--- src/rtl/swd_host_pkg.sv ---
package swd_host_pkg;

  typedef enum logic [3:0] {
    ST_IDLE,
    ST_LRST_HI,
    ST_LRST_LO,
    ST_REQ,
    ST_TRN_A,
    ST_ACK,
    ST_TRN_W,
    ST_WDATA,
    ST_RDATA,
    ST_TRN_B
  } seq_state_t;

  localparam logic [2:0] ACK_OK    = 3'b001;
  localparam logic [2:0] ACK_WAIT  = 3'b010;
  localparam logic [2:0] ACK_FAULT = 3'b100;

  localparam int REQ_BITS  = 8;
  localparam int DATA_BITS = 33;

endpackage

--- src/rtl/swd_host_clkgen.sv ---
module swd_host_clkgen #(
  parameter int CLK_HALF = 2
) (
  input  logic clk,
  input  logic rst_n,
  input  logic run,
  output logic swclk,
  output logic rise_evt,
  output logic fall_evt
);

  localparam int CW = (CLK_HALF > 1) ? $clog2(CLK_HALF) : 1;

  logic [CW-1:0] cnt_q, cnt_d;
  logic          ph_q, ph_d;
  logic          wrap;

  assign wrap = (cnt_q == CW'(CLK_HALF - 1));

  always_comb begin
    cnt_d = cnt_q;
    ph_d  = ph_q;
    if (!run) begin
      cnt_d = '0;
      ph_d  = 1'b0;
    end else if (wrap) begin
      cnt_d = '0;
      ph_d  = ~ph_q;
    end else begin
      cnt_d = cnt_q + CW'(1);
    end
  end

  always_ff @(posedge clk or negedge rst_n) begin
    if (!rst_n) begin
      cnt_q <= '0;
      ph_q  <= 1'b0;
    end else begin
      cnt_q <= cnt_d;
      ph_q  <= ph_d;
    end
  end

  assign swclk    = ph_q;
  assign rise_evt = run & wrap & ~ph_q;
  assign fall_evt = run & wrap & ph_q;

endmodule

--- src/rtl/swd_host_reqgen.sv ---
module swd_host_reqgen (
  input  logic       sel_ap,
  input  logic       is_read,
  input  logic [1:0] addr,
  output logic [7:0] frame
);

  logic par;

  assign par   = sel_ap ^ is_read ^ addr[0] ^ addr[1];
  assign frame = {1'b1, 1'b0, par, addr[1], addr[0], is_read, sel_ap, 1'b1};

endmodule

--- src/rtl/swd_host_drive.sv ---
module swd_host_drive
  import swd_host_pkg::*;
(
  input  seq_state_t state,
  input  logic [2:0] req_idx,
  input  logic [7:0] frame,
  input  logic       wbit,
  output logic       oe,
  output logic       out
);

  always_comb begin
    oe  = 1'b0;
    out = 1'b0;
    unique case (state)
      ST_IDLE: begin
        oe  = 1'b1;
        out = 1'b0;
      end
      ST_LRST_HI: begin
        oe  = 1'b1;
        out = 1'b1;
      end
      ST_LRST_LO: begin
        oe  = 1'b1;
        out = 1'b0;
      end
      ST_REQ: begin
        oe  = (req_idx != 3'd7);
        out = frame[req_idx];
      end
      ST_WDATA: begin
        oe  = 1'b1;
        out = wbit;
      end
      default: begin
        oe  = 1'b0;
        out = 1'b0;
      end
    endcase
  end

endmodule

--- src/rtl/swd_host.sv ---
module swd_host
  import swd_host_pkg::*;
#(
  parameter int CLK_HALF   = 2,
  parameter int RETRY_MAX  = 3,
  parameter int LRST_HIGH  = 50,
  parameter int LRST_LOW   = 2
) (
  input  logic        clk,
  input  logic        rst_n,
  input  logic        start,
  input  logic        cmd_ap,
  input  logic        cmd_read,
  input  logic [1:0]  cmd_addr,
  input  logic [31:0] cmd_wdata,
  input  logic        cmd_line_reset,
  output logic        busy,
  output logic        done,
  output logic [2:0]  done_ack,
  output logic [31:0] done_rdata,
  output logic        done_perr,
  output logic        swclk,
  input  logic        swdio_in,
  output logic        swdio_out,
  output logic        swdio_oe
);

  localparam int CNT_A   = (LRST_HIGH > DATA_BITS) ? LRST_HIGH : DATA_BITS;
  localparam int CNT_TOP = (LRST_LOW > CNT_A) ? LRST_LOW : CNT_A;
  localparam int CNT_W   = $clog2(CNT_TOP + 1);
  localparam int RW      = (RETRY_MAX > 0) ? $clog2(RETRY_MAX + 1) : 1;

  // reset: asynchronous assert, synchronous release
  logic [1:0] rsync_q;
  logic       srst_n;

  always_ff @(posedge clk or negedge rst_n) begin
    if (!rst_n) rsync_q <= 2'b00;
    else        rsync_q <= {rsync_q[0], 1'b1};
  end
  assign srst_n = rsync_q[1];

  seq_state_t        state_q, state_d;
  logic [CNT_W-1:0]  bcnt_q, bcnt_d;
  logic [RW-1:0]     retry_q, retry_d;
  logic              ap_q, ap_d, rd_q, rd_d;
  logic [1:0]        addr_q, addr_d;
  logic [31:0]       wdata_q, wdata_d;
  logic [32:0]       dsh_q, dsh_d;
  logic [2:0]        ack_q, ack_d;
  logic              done_q, done_d;
  logic [2:0]        rack_q, rack_d;
  logic [31:0]       rdata_q, rdata_d;
  logic              rperr_q, rperr_d;
  logic              finish, read_ok;
  logic              run, rise_evt, fall_evt;
  logic [7:0]        frame;

  assign run = (state_q != ST_IDLE);

  swd_host_clkgen #(.CLK_HALF(CLK_HALF)) u_clk (
    .clk      (clk),
    .rst_n    (srst_n),
    .run      (run),
    .swclk    (swclk),
    .rise_evt (rise_evt),
    .fall_evt (fall_evt)
  );

  swd_host_reqgen u_req (
    .sel_ap  (ap_q),
    .is_read (rd_q),
    .addr    (addr_q),
    .frame   (frame)
  );

  swd_host_drive u_drv (
    .state   (state_q),
    .req_idx (bcnt_q[2:0]),
    .frame   (frame),
    .wbit    (dsh_q[0]),
    .oe      (swdio_oe),
    .out     (swdio_out)
  );

  // next-state logic
  always_comb begin
    state_d = state_q;
    bcnt_d  = bcnt_q;
    retry_d = retry_q;
    ap_d    = ap_q;
    rd_d    = rd_q;
    addr_d  = addr_q;
    wdata_d = wdata_q;
    dsh_d   = dsh_q;
    ack_d   = ack_q;
    rack_d  = rack_q;
    rdata_d = rdata_q;
    rperr_d = rperr_q;
    done_d  = 1'b0;
    finish  = 1'b0;
    read_ok = 1'b0;

    unique case (state_q)
      ST_IDLE: begin
        if (start) begin
          bcnt_d = '0;
          if (cmd_line_reset) begin
            state_d = ST_LRST_HI;
            rd_d    = 1'b0;
            ack_d   = 3'b000;
          end else begin
            state_d = ST_REQ;
            ap_d    = cmd_ap;
            rd_d    = cmd_read;
            addr_d  = cmd_addr;
            wdata_d = cmd_wdata;
            retry_d = '0;
            dsh_d   = '0;
          end
        end
      end

      ST_LRST_HI: begin
        if (fall_evt) begin
          if (bcnt_q == CNT_W'(LRST_HIGH - 1)) begin
            state_d = ST_LRST_LO;
            bcnt_d  = '0;
          end else begin
            bcnt_d = bcnt_q + CNT_W'(1);
          end
        end
      end

      ST_LRST_LO: begin
        if (fall_evt) begin
          if (bcnt_q == CNT_W'(LRST_LOW - 1)) finish = 1'b1;
          else                                bcnt_d = bcnt_q + CNT_W'(1);
        end
      end

      ST_REQ: begin
        if (fall_evt) begin
          if (bcnt_q == CNT_W'(REQ_BITS - 1)) begin
            state_d = ST_TRN_A;
            bcnt_d  = '0;
          end else begin
            bcnt_d = bcnt_q + CNT_W'(1);
          end
        end
      end

      ST_TRN_A: begin
        if (fall_evt) begin
          state_d = ST_ACK;
          bcnt_d  = '0;
        end
      end

      ST_ACK: begin
        if (rise_evt) ack_d = {swdio_in, ack_q[2:1]};
        if (fall_evt) begin
          if (bcnt_q == CNT_W'(2)) begin
            bcnt_d = '0;
            if (ack_q == ACK_OK) state_d = rd_q ? ST_RDATA : ST_TRN_W;
            else                 state_d = ST_TRN_B;
          end else begin
            bcnt_d = bcnt_q + CNT_W'(1);
          end
        end
      end

      ST_TRN_W: begin
        if (fall_evt) begin
          state_d = ST_WDATA;
          bcnt_d  = '0;
          dsh_d   = {^wdata_q, wdata_q};
        end
      end

      ST_WDATA: begin
        if (fall_evt) begin
          if (bcnt_q == CNT_W'(DATA_BITS - 1)) begin
            finish = 1'b1;
          end else begin
            dsh_d  = {1'b0, dsh_q[32:1]};
            bcnt_d = bcnt_q + CNT_W'(1);
          end
        end
      end

      ST_RDATA: begin
        if (rise_evt) dsh_d = {swdio_in, dsh_q[32:1]};
        if (fall_evt) begin
          if (bcnt_q == CNT_W'(DATA_BITS - 1)) begin
            state_d = ST_TRN_B;
            bcnt_d  = '0;
          end else begin
            bcnt_d = bcnt_q + CNT_W'(1);
          end
        end
      end

      ST_TRN_B: begin
        if (fall_evt) begin
          if ((ack_q == ACK_WAIT) && (retry_q < RW'(RETRY_MAX))) begin
            retry_d = retry_q + RW'(1);
            state_d = ST_REQ;
            bcnt_d  = '0;
            dsh_d   = '0;
          end else begin
            finish = 1'b1;
          end
        end
      end

      default: state_d = ST_IDLE;
    endcase

    if (finish) begin
      read_ok = rd_q && (ack_q == ACK_OK);
      state_d = ST_IDLE;
      done_d  = 1'b1;
      rack_d  = ack_q;
      rdata_d = read_ok ? dsh_q[31:0] : 32'h0;
      rperr_d = read_ok && ((^dsh_q[31:0]) != dsh_q[32]);
    end
  end

  // state registers
  always_ff @(posedge clk or negedge srst_n) begin
    if (!srst_n) begin
      state_q <= ST_IDLE;
      bcnt_q  <= '0;
      retry_q <= '0;
      ap_q    <= 1'b0;
      rd_q    <= 1'b0;
      addr_q  <= 2'b00;
      wdata_q <= '0;
      dsh_q   <= '0;
      ack_q   <= 3'b000;
      done_q  <= 1'b0;
      rack_q  <= 3'b000;
      rdata_q <= '0;
      rperr_q <= 1'b0;
    end else begin
      state_q <= state_d;
      bcnt_q  <= bcnt_d;
      retry_q <= retry_d;
      ap_q    <= ap_d;
      rd_q    <= rd_d;
      addr_q  <= addr_d;
      wdata_q <= wdata_d;
      dsh_q   <= dsh_d;
      ack_q   <= ack_d;
      done_q  <= done_d;
      rack_q  <= rack_d;
      rdata_q <= rdata_d;
      rperr_q <= rperr_d;
    end
  end

  assign busy       = run;
  assign done       = done_q;
  assign done_ack   = rack_q;
  assign done_rdata = rdata_q;
  assign done_perr  = rperr_q;

endmodule

--- config.mk ---
export PLATFORM = sky130hd
export DESIGN_NAME = swd_host
export DESIGN_NICKNAME = d
export VERILOG_FILES = /design/src/rtl/swd_host_pkg.sv /design/src/rtl/swd_host_clkgen.sv /design/src/rtl/swd_host_reqgen.sv /design/src/rtl/swd_host_drive.sv /design/src/rtl/swd_host.sv
export SDC_FILE = /design/constraint.sdc
export NUM_CORES = 1
export LEC_CHECK = 0
export ABC_AREA = 1
export ABC_CLOCK_PERIOD_IN_PS = 5300
export BUFFER_PORTS_ARGS = -buffer_cell sky130_fd_sc_hd__buf_2
export CORE_AREA = 2 2 113 115
export DETAILED_ROUTE_END_ITERATION = 8
export DIE_AREA = 0 0 115 117
export PLACE_DENSITY_LB_ADDON = 0.2
export SLEW_MARGIN = 20
export SYNTH_ARGS = -nofsm -noshare
export SYNTH_HDL_FRONTEND = slang
export SYNTH_SLANG_ARGS = --single-unit
export TNS_END_PERCENT = 30
--- constraint.sdc ---
create_clock -name clk -period 5.3 [get_ports clk]
set_input_delay 0 -clock clk [delete_from_list [all_inputs] [get_ports clk]]
set_output_delay 0 -clock clk [all_outputs]
set_load 0.05 [all_outputs]
==> metrics, run 1 <==
status=finished clean; ranking of synthesized cells by area=dfrtp_1 (44%), nand2_1 (20%), inv_1 (5.2%); Design Area, Final=approximately 8500 sq um; most common cell after layout, fill and taps aside=nand2_1; layout cells sized above 1=0.148; num ports=82; leakage power total=~4.5 nW; DRC=0; netlist area before placement=slightly above 7000 sq um; min Tclk post-route=around 2700 ps; crit start category=flop; first-pass GRT wire length=about 28,000 um; H-tree depth=4; flops & latches, synth=125; Worst Tran Pin Value=roughly 870 ps; Clock Pin Slew Worst Setup and Hold Paths=50 ps; final setup skew=between 7 and 8 ps; DRT iter0 DRCs=484; Final setup viols=0; Cell Rows=41; Worst Path Max Fanout=33; Worst Setup End Kind=flop; Yosys top cell area share=0.443; core area=about 12,000 sq um; Syn Area/Cell=7.34 sq um; Via density=~5.2; fill cell count=just over 1k; drt wl/cell=~13 um; CTS tree=done; commonest cells after routing, fill and taps aside=nand2_1 (385), dfrtp_1 (124), inv_1 (98); R2R Setup Slk=between 2000 and 3000 ps; largest net degree at the start of global routing=86; setup ws final=~2600 ps; drt first pass iters=5; number of antenna diodes=0; unrepaired setup endpoints after global routing=no; # clock sinks=about 130; gpl congestion=about 0.93; library cells used by synthesis=42; drt total wl=between 15,000 and 20,000 um; final worst-path cycle share=0.518; Initial Util=0.574; DR vias=6,489; Area Growth Syn to Fin=20.4%; YS warnings=0; max-cap violations=0; Clock Latency Late Sink=around 410 ps; post-synthesis cell count=962; PortBufs=81; f_max=roughly 0.36 GHz; initial antenna violation count=0; Peak VDD IR=0.000351 V; Die Y=117 um; GRT Total Usage=0.259; dpl cell area=7550 sq um; post-synth top area cell=dfrtp_1; TritonCTS Buffers=17; post-detailed-route count of antenna-violating nets=0; Placed Cells=roughly 1.2k; register area share after synthesis=0.443; Final Non-Filler Cells=1,243; die width=115 um; Final Hold Vio Count=0; CTS Root Cell=clkbuf_16; Hold Path Class=in2reg; Layout Nets=1,129; clk buf depth=2; area of the die=13,500 sq um; Final Core Density=0.691; Congestion Overflow GR=0; fin. max-slew vios=0; CP arrival=roughly 3100 ps; Post-Syn Nets=just over 1k; HPWL Detailed=11,000 um; Crit path required time=5650 ps; worst rel slew slack=0.422; setup TNS=0 ps; crit path kind=reg2reg; vias in the first global route=6,218; Power Density=between 500 and 600 nW/um^2; worst slack, placed=2620 ps
-- report_power, final --
group / switching [mW] / internal (mW)
clock network: 0.402 / 0.644
registers: 0.229 / 1.18
logic: 1.61 / 0.767
total: 2.24 / 2.59
-- final timing paths --
path / depth (start not counted) / endpoint / from
setup reg to reg: 7 / rd_q / state_q[0]
hold reg to reg: 0 / wdata_q[24] / rsync_q[1]
setup / recovery: 7 / rd_q / state_q[0]
hold / removal: 4 / state_q[1] / cmd_line_reset
min in group asynchronous: 0 / wdata_q[24] / rsync_q[1]
max in group asynchronous: 1 / wdata_q[0] / rsync_q[1]
-- registers in the layout, summed over array words and instances (netlist names), 2 cells and up --
name	cells
dsh_q	33
done_rdata	32
wdata_q	32
bcnt_q	6
state_q	4
ack_q	3
done_ack	3
addr_q	2
retry_q	2
rsync_q	2
-- what timing repair did --
item | 4_1_cts | 5_1_grt
hold buffers | 40 | 0
setup endpoints to repair | 0 | 0
hold endpoints to repair | 40 | 0
buffers inserted | 0 | 0
resized for setup | 0 | 0
-- cell usage after synthesis --
library cell  instances
o21ai_0              47
xnor2_1              16
inv_1                98
inv_4                 1
ha_1                  6
nand2_2               2
buf_6                 5
conb_1                1
dfrtp_1             125
nor4_1                1
a21o_1                1
o311ai_0              1
a211oi_1              1
clkbuf_2              1
a21oi_2               1
o21ai_1              20
a22oi_1               5
a21oi_1              35
o21a_1                1
a22o_1                4
nand2_1             385
mux2_2                6
o32ai_1               1
xor2_1               15
nand3_1              25
nor2_2                4
o21ai_2              20
buf_4                 1
nor3b_1               1
clkbuf_1             15
o211ai_1              4
a211oi_2              1
nor2_4                2
inv_2                 8
nand4_1               4
nand3_2               2
buf_2                 3
nor3_1                4
and3_1                1
nand3b_1              2
nor2_1               58
o22ai_1              28
-- worst max-delay path: stages, from the launching register on --
cell and delay [ps]:
dfrtp_1 450, nor2_2 190, nand2_2 90, nor2_4 190
nand3_2 550, buf_4 480, o21ai_0 170, dlygate4sd3_1 560
-- area by class of cell --
type | instances | area, sq um | area share
flip-flops and latches | 125 | 3130 | 0.368
inverters | 107 | 404 | 0.0475
repair buffers | 126 | 863 | 0.102
well taps | 150 | 188 | 0.0221
multi-input cells | 705 | 3400 | 0.399
clock inverters | 9 | 72.6 | 0.00853
clock buffers | 21 | 450 | 0.0530
-- through the flow --
stage	hold WS (ps)	total power [mW]
floorplan	-296	3.30
global route	70.8	5.29
global placement	-214	3.68
finish	29.7	4.83
detailed placement	-212	3.73
CTS	4.58	4.82
-- kinds of logic after synthesis --
kind of cell             synth area share
XOR/XNOR                           0.0384
flip-flops                          0.443
AND/OR/NAND/NOR                     0.276
multiplexers                      0.00957
other                            0.000531
buffers and inverters              0.0771
AO/OA/AOI/OAI                       0.145
adder cells (fa/ha/maj)            0.0106
-- per-layer routing --
| layer | part of all wire | wire length [um] | GRT usage | up-vias |
|---|---|---|---|---|
| li1 | - | - | - | 3309 |
| met1 | 0.46 | 7620 | 0.338 | 3009 |
| met2 | 0.47 | 7780 | 0.426 | 145 |
| met3 | 0.043 | 701 | 0.0613 | 26 |
| met4 | 0.020 | 323 | 0.0948 | 0 |
| met5 | 0 | 0 | 0 | - |
Power figures use the tool's default switching activity.
==> run 2, diff against run 1 <==
--- a/config.mk
+++ b/config.mk
@@ -6,11 +6,11 @@
 export NUM_CORES = 1
 export LEC_CHECK = 0
 export ABC_AREA = 1
-export ABC_CLOCK_PERIOD_IN_PS = 5300
+export ABC_CLOCK_PERIOD_IN_PS = 2300
 export BUFFER_PORTS_ARGS = -buffer_cell sky130_fd_sc_hd__buf_2
-export CORE_AREA = 2 2 113 115
+export CORE_AREA = 2 2 119 121
 export DETAILED_ROUTE_END_ITERATION = 8
-export DIE_AREA = 0 0 115 117
+export DIE_AREA = 0 0 121 123
 export PLACE_DENSITY_LB_ADDON = 0.2
 export SLEW_MARGIN = 20
 export SYNTH_ARGS = -nofsm -noshare
==> constraint.sdc (replaced) <==
create_clock -name clk -period 2.3 [get_ports clk]
set_input_delay 0 -clock clk [delete_from_list [all_inputs] [get_ports clk]]
set_output_delay 0 -clock clk [all_outputs]
set_load 0.05 [all_outputs]
==> metrics, run 2 (synthesis gave the netlist of run 1 again) <==
area of the die=14,900 sq um (was 13,500 sq um); DR vias=6,518 (was 6,489); final worst-path cycle share=0.913 (was 0.518); Final Core Density=0.644 (was 0.691); first-pass GRT wire length=29,200 um (was 27,800 um); hold path start=start (was cmd_line_reset); HPWL Detailed=11,600 um (was 11,000 um); # clock sinks=125 (unchanged); most common cell after layout, fill and taps aside=nand2_1 (unchanged); commonest cells after routing, fill and taps aside=nand2_1 (384), dfrtp_1 (123), inv_1 (97) (was nand2_1 (385), dfrtp_1 (124), inv_1 (98)); Peak VDD IR=0.000827 V (was 0.000351 V); Top reg by flops=dsh_q (unchanged); setup ws final=200 ps (was 2550 ps); Clock Pin Slew Worst Setup and Hold Paths=60 ps (was 50 ps); Area Growth Syn to Fin=24.2% (was 20.4%); status=finished clean (unchanged); R2R cell count=11 (was 7); DRT iter0 DRCs=400 (was 484); layout cells sized above 1=0.165 (was 0.148); worst slack, placed=-13.9 ps (was 2620 ps); min Tclk post-route=2100 ps (was 2750 ps); gpl congestion=0.867 (was 0.931); Hold Path Class=in2reg (unchanged); fin. max-slew vios=0 (unchanged); crit-path max cell delay=410 ps (was 560 ps); num ports=82 (unchanged); clk buf depth=2 (unchanged); Crit path required time=2600 ps (was 5650 ps); largest net degree at the start of global routing=58 (was 86); DRC=0 (unchanged); GRT Total Usage=0.248 (was 0.259); max-cap violations=0 (unchanged); die width=121 um (was 115 um); number of antenna diodes=0 (unchanged); vias in the first global route=6,226 (was 6,218); Top Family by Delay on Critical Path=simple AND/OR/NAND/NOR gates (was buffers and inverters); drt first pass iters=5 (unchanged); core area=13,600 sq um (was 12,300 sq um); Placed Cells=1,212 (was 1,172); unrepaired setup endpoints after global routing=no (unchanged); CTS Root Cell=clkbuf_16 (unchanged); drt total wl=17,400 um (was 16,400 um); initial antenna violation count=0 (unchanged); fill cell count=1,169 (was 1,016); Setup Fix Bufs, Post-CTS=0 (unchanged); crit path kind=reg2reg (unchanged); f_max=0.476 GHz (was 0.364 GHz); max reg flops=33 (unchanged); final setup skew=8.53 ps (was 7.22 ps); WHS Path Cells=6 (was 4); Worst Tran Pin Value=591 ps (was 866 ps); Final Non-Filler Cells=1,285 (was 1,243); crit start category=flop (unchanged); Final Hold Vio Count=0 (unchanged); setup TNS=0 ps (unchanged); storage element area=3130 sq um (about the same); CTS tree=done (unchanged); Worst path depth=11 (was 7); CP max stage cell=dfrtp_1 (was dlygate4sd3_1); Die Y=123 um (was 117 um); Clock Latency Late Sink=430 ps (was 410 ps); Buffers & Inverters on Critical Path=2 (unchanged); drt wl/cell=13.5 um (was 13.2 um); worst rel slew slack=0.606 (was 0.422); H-tree depth=4 (unchanged); R2R Path Start=bcnt_q[1] (was state_q[0]); Worst Path Max Fanout=43 (was 33); Critical Path, Cell by Cell=inv_1 -> ha_1 -> nor3b_2 -> nand4_1 -> nand2_1 -> nand3_2 -> buf_12 -> o21ai_0 -> nand2_2 -> nand2_1 -> o21ai_0 (was nor2_2 -> nand2_2 -> nor2_4 -> nand3_2 -> buf_4 -> o21ai_0 -> dlygate4sd3_1); post-detailed-route count of antenna-violating nets=0 (unchanged); area of the multi-input gates=3420 sq um (was 3400 sq um); Power Density=1340 nW/um^2 (was 568 nW/um^2); CP arrival=2400 ps (was 3090 ps); leakage power total=4.62 nW (was 4.52 nW); Congestion Overflow GR=0 (unchanged); worst setup path start=bcnt_q[1] (was state_q[0]); Initial Util=0.519 (was 0.574); TritonCTS Buffers=17 (unchanged); PortBufs=81 (unchanged); Cell Rows=43 (was 41); overall power=11.8 mW (was 4.83 mW); Final setup viols=0 (unchanged); Via density=5.07 (was 5.22); Layout Nets=1,139 (was 1,129); Worst Setup End Kind=flop (unchanged)
## run 2: layout make-up
| cell class | instances | share of cell area |
|---|---|---|
| Clock buffer | 19 | 0.0516 |
| Tap cell | 180 | 0.0257 |
| Clock inverter | 13 | 0.0188 |
| Sequential cell | 125 | 0.357 |
| Timing Repair Buffer | 136 | 0.111 |
| Multi-Input combinational cell | 705 | 0.390 |
| Inverter | 107 | 0.0464 |
## run 2: metrics by stage
| stage | cell area, sq um | hold slack, ps |
|---|---|---|
| 3_5_place_dp | 7720 | -212 |
| 3_3_place_gp | 7720 | -213 |
| 5_1_grt | 8770 | 224 |
| 6_report | 8770 | 181 |
| 2_1_floorplan | 7060 | -296 |
| 4_1_cts | 8750 | 169 |
## run 2: per-layer routing
layer	wire (um)	up-vias	part of all wire	global-route usage
met5	0	-	0	0
met4	251	0	0.014	0.0814
met3	645	17	0.037	0.0475
met2	8330	137	0.48	0.413
met1	8190	3019	0.47	0.329
li1	-	3345	-	-
## run 2: report_power, final
| group | internal [mW] | total [mW] | switching, mW |
|---|---|---|---|
| Clock | 1.76 | 2.79 | 1.03 |
| Combinational | 1.93 | 5.74 | 3.80 |
| Sequential | 2.72 | 3.25 | 0.534 |
| Total | 6.41 | 11.8 | 5.37 |
## run 2: worst min-delay path, stage by stage
cell and delay [ps]:
buf_2 110, inv_1 90, o32ai_1 90, buf_4 150, nand3_1 60, o21ai_0 60
## run 2: path summary, 6_finish.rpt
kind,to,slack [ps]
worst min-delay path,ack_q[1],180
worst max register to register,state_q[0],200
max in group asynchronous,state_q[2],1420
worst min register to register,done_rdata[27],270
min in group asynchronous,done_rdata[27],270
worst max-delay path,state_q[0],200
## run 2: timing repair
action | CTS | global route
hold endpoints to repair | 41 | 0
hold buffers | 41 | 0
resized for setup | 1 | 7
endpoints found under the setup margin | 1 | 5
pin swaps | 0 | 0
==> run 3, diff against run 2 <==
--- a/config.mk
+++ b/config.mk
@@ -12,6 +12,7 @@
 export DETAILED_ROUTE_END_ITERATION = 8
 export DIE_AREA = 0 0 121 123
 export PLACE_DENSITY_LB_ADDON = 0.2
+export REMOVE_ABC_BUFFERS = 1
 export SLEW_MARGIN = 20
 export SYNTH_ARGS = -nofsm -noshare
 export SYNTH_HDL_FRONTEND = slang
==> metrics, run 3 (synthesis gave the netlist of run 1 again) <==
Power Density=1340 nW/um^2 (about the same); drt first pass iters=5 (unchanged); Area Growth Syn to Fin=24.2% (about the same); Final Core Density=0.644 (about the same); R2R Path Start=state_q[1] (was bcnt_q[1]); DR vias=6,518 (unchanged); Final setup viols=0 (unchanged); die width=121 um (unchanged); GRT Total Usage=0.242 (was 0.248); Setup Fix Bufs, Post-CTS=0 (unchanged); WHS Path Cells=4 (was 6); max reg flops=33 (unchanged); Layout Nets=1,143 (was 1,139); vias in the first global route=6,106 (was 6,226); fin. max-slew vios=0 (unchanged); area of the die=14,900 sq um (unchanged); PortBufs=81 (unchanged); RR Endpoint=state_q[3] (was state_q[0]); Critical Path, Cell by Cell=nor2_1 -> nand2_1 -> nor2_2 -> inv_2 -> nand2_1 -> inv_2 -> nor2_1 -> nand2_1 -> nand3_2 -> buf_6 -> o21ai_0 -> nand2_1 -> o21ai_0 (was inv_1 -> ha_1 -> nor3b_2 -> nand4_1 -> nand2_1 -> nand3_2 -> buf_12 -> o21ai_0 -> nand2_2 -> nand2_1 -> o21ai_0); TritonCTS Buffers=17 (unchanged); first-pass GRT wire length=28,400 um (was 29,200 um); commonest cells after routing, fill and taps aside=nand2_1 (385), dfrtp_1 (124), inv_1 (98) (was nand2_1 (384), dfrtp_1 (123), inv_1 (97)); Clock Latency Late Sink=410 ps (was 430 ps); f_max=0.482 GHz (was 0.476 GHz); largest net degree at the start of global routing=66 (was 58); final worst-path cycle share=0.902 (was 0.913); CP max stage cell=dfrtp_1 (unchanged); HPWL Detailed=12,000 um (was 11,600 um); storage element area=3130 sq um (about the same); # clock sinks=125 (unchanged); leakage power total=4.63 nW (was 4.62 nW); Comb power frac=0.484 (was 0.487); overall power=11.7 mW (was 11.8 mW); most common cell after layout, fill and taps aside=nand2_1 (unchanged); crit-path max cell delay=450 ps (was 410 ps); Internal=6.52 mW (was 6.41 mW); grt met2 use=0.406 (was 0.413); worst rel slew slack=0.520 (was 0.606); Worst Setup End Kind=flop (unchanged); Hold Path Class=in2reg (unchanged); setup TNS=0 ps (unchanged); Clock Pin Slew Worst Setup and Hold Paths=60 ps (about the same); M1 GR Usage=0.315 (was 0.329); crit start category=flop (unchanged); register share of total power=0.275 (was 0.276); post-detailed-route count of antenna-violating nets=0 (unchanged); crit path kind=reg2reg (unchanged); min Tclk post-route=2070 ps (was 2100 ps); R2R Setup Slk=230 ps (was 200 ps); Worst Path Max Fanout=20 (was 43); layout cells sized above 1=0.163 (was 0.165); core area=13,600 sq um (unchanged); initial antenna violation count=0 (unchanged); H-tree depth=4 (unchanged); Worst Tran Pin Value=719 ps (was 591 ps); switching share of power=0.445 (was 0.456); Final Hold Vio Count=0 (unchanged); DRC=0 (unchanged); Top Family by Delay on Critical Path=simple AND/OR/NAND/NOR gates (unchanged); number of antenna diodes=0 (unchanged); Top reg by flops=dsh_q (unchanged); Clk pwr share=0.242 (was 0.237); CTS tree=done (unchanged); max-cap violations=0 (unchanged); Psw=5.22 mW (was 5.37 mW); Congestion Overflow GR=0 (unchanged); GR peak layer=met2 (unchanged); Buffers & Inverters on Critical Path=3 (was 2); num ports=82 (unchanged); clk buf depth=2 (unchanged); hold path start=start (unchanged); status=finished clean (unchanged); final setup skew=5.59 ps (was 8.53 ps); unrepaired setup endpoints after global routing=no (unchanged); CTS Root Cell=clkbuf_16 (unchanged); Cell Rows=43 (unchanged); gpl congestion=0.939 (was 0.867); drt wl/cell=13.2 um (was 13.5 um); met3 Use GR=0.0507 (was 0.0475); R2R cell count=13 (was 11); crit-path most repeated cell=nand2_1; CP arrival=2360 ps (was 2400 ps); Peak VDD IR=0.000805 V (was 0.000827 V); DRT iter0 DRCs=333 (was 400); Die Y=123 um (unchanged); drt total wl=17,000 um (was 17,400 um); fill cell count=1,186 (was 1,169); Via density=5.06 (was 5.07); Initial Util=0.519 (unchanged); area of the multi-input gates=3400 sq um (was 3420 sq um); Crit path required time=2590 ps (was 2600 ps); hold endpoint=rd_q (was ack_q[1])
-- run 3: cell count changes in the layout (fill, tap and decap cells not counted), sizes merged --
cell	change
buf	+5
bufinv	+1
clkbuf	+2
clkinv	-1
clkinvlp	-1
dlygate4sd3	-1
inv	-1
-- run 3: power by group through the flow --
stage               logic, mW  registers [mW]  clock network [mW]
floorplan                4.20            3.20                   0
global placement         5.50            3.23                   0
detailed placement       5.60            3.25                   0
CTS                      5.69            3.22                2.87
global route             6.52            3.31                2.98
finish                   5.68            3.22                2.84
-- run 3: repair_timing --
action,in CTS,in global routing
endpoints found under the setup margin,0,25
hold buffers,40,0
hold endpoints to repair,41,0
resized for setup,0,5
-- run 3: layout make-up --
class,count,share of cell area
clock inverter,11,0.0190
inverter,107,0.0464
timing repair buffer,140,0.111
clock buffer,21,0.0525
tap,180,0.0257
sequential,125,0.357
multi-input combinational,705,0.388
-- run 3: worst min-delay path, stage by stage --
cell	delay, ps
buf_2	120
inv_1	100
o21ai_0	110
o21ai_0	70
-- run 3: stage by stage --
step           worst slack, ps  instances  instance area (sq um)  hold slack, ps
2_1_floorplan            -1440        937                   6920            -296
3_3_place_gp               111       1217                   7730            -214
3_5_place_dp              67.8       1217                   7730            -214
4_1_cts                   69.5       1289                   8760            16.7
5_1_grt                   4.61       1289                   8770            38.8
6_report                   226       1289                   8770            29.6
-- run 3: metal layers --
layer | routed length [um] | share of wire
met5 | 0 | 0
met4 | 249 | 0.015
met3 | 883 | 0.052
met2 | 8080 | 0.48
met1 | 7780 | 0.46
-- run 3: how the worst max path moves through the flow --
stage	startpoint	to	slack, ps	cells past startpoint
CTS	bcnt_q[0]	bcnt_q[5]	70	9
global placement	state_q[1]	done_rdata[4]	110	12
detailed placement	bcnt_q[0]	bcnt_q[5]	70	9
global route	bcnt_q[0]	state_q[1]	5	11
finish	state_q[1]	state_q[3]	230	13
floorplan	rsync_q[1]	ack_q[0]	-1440	0
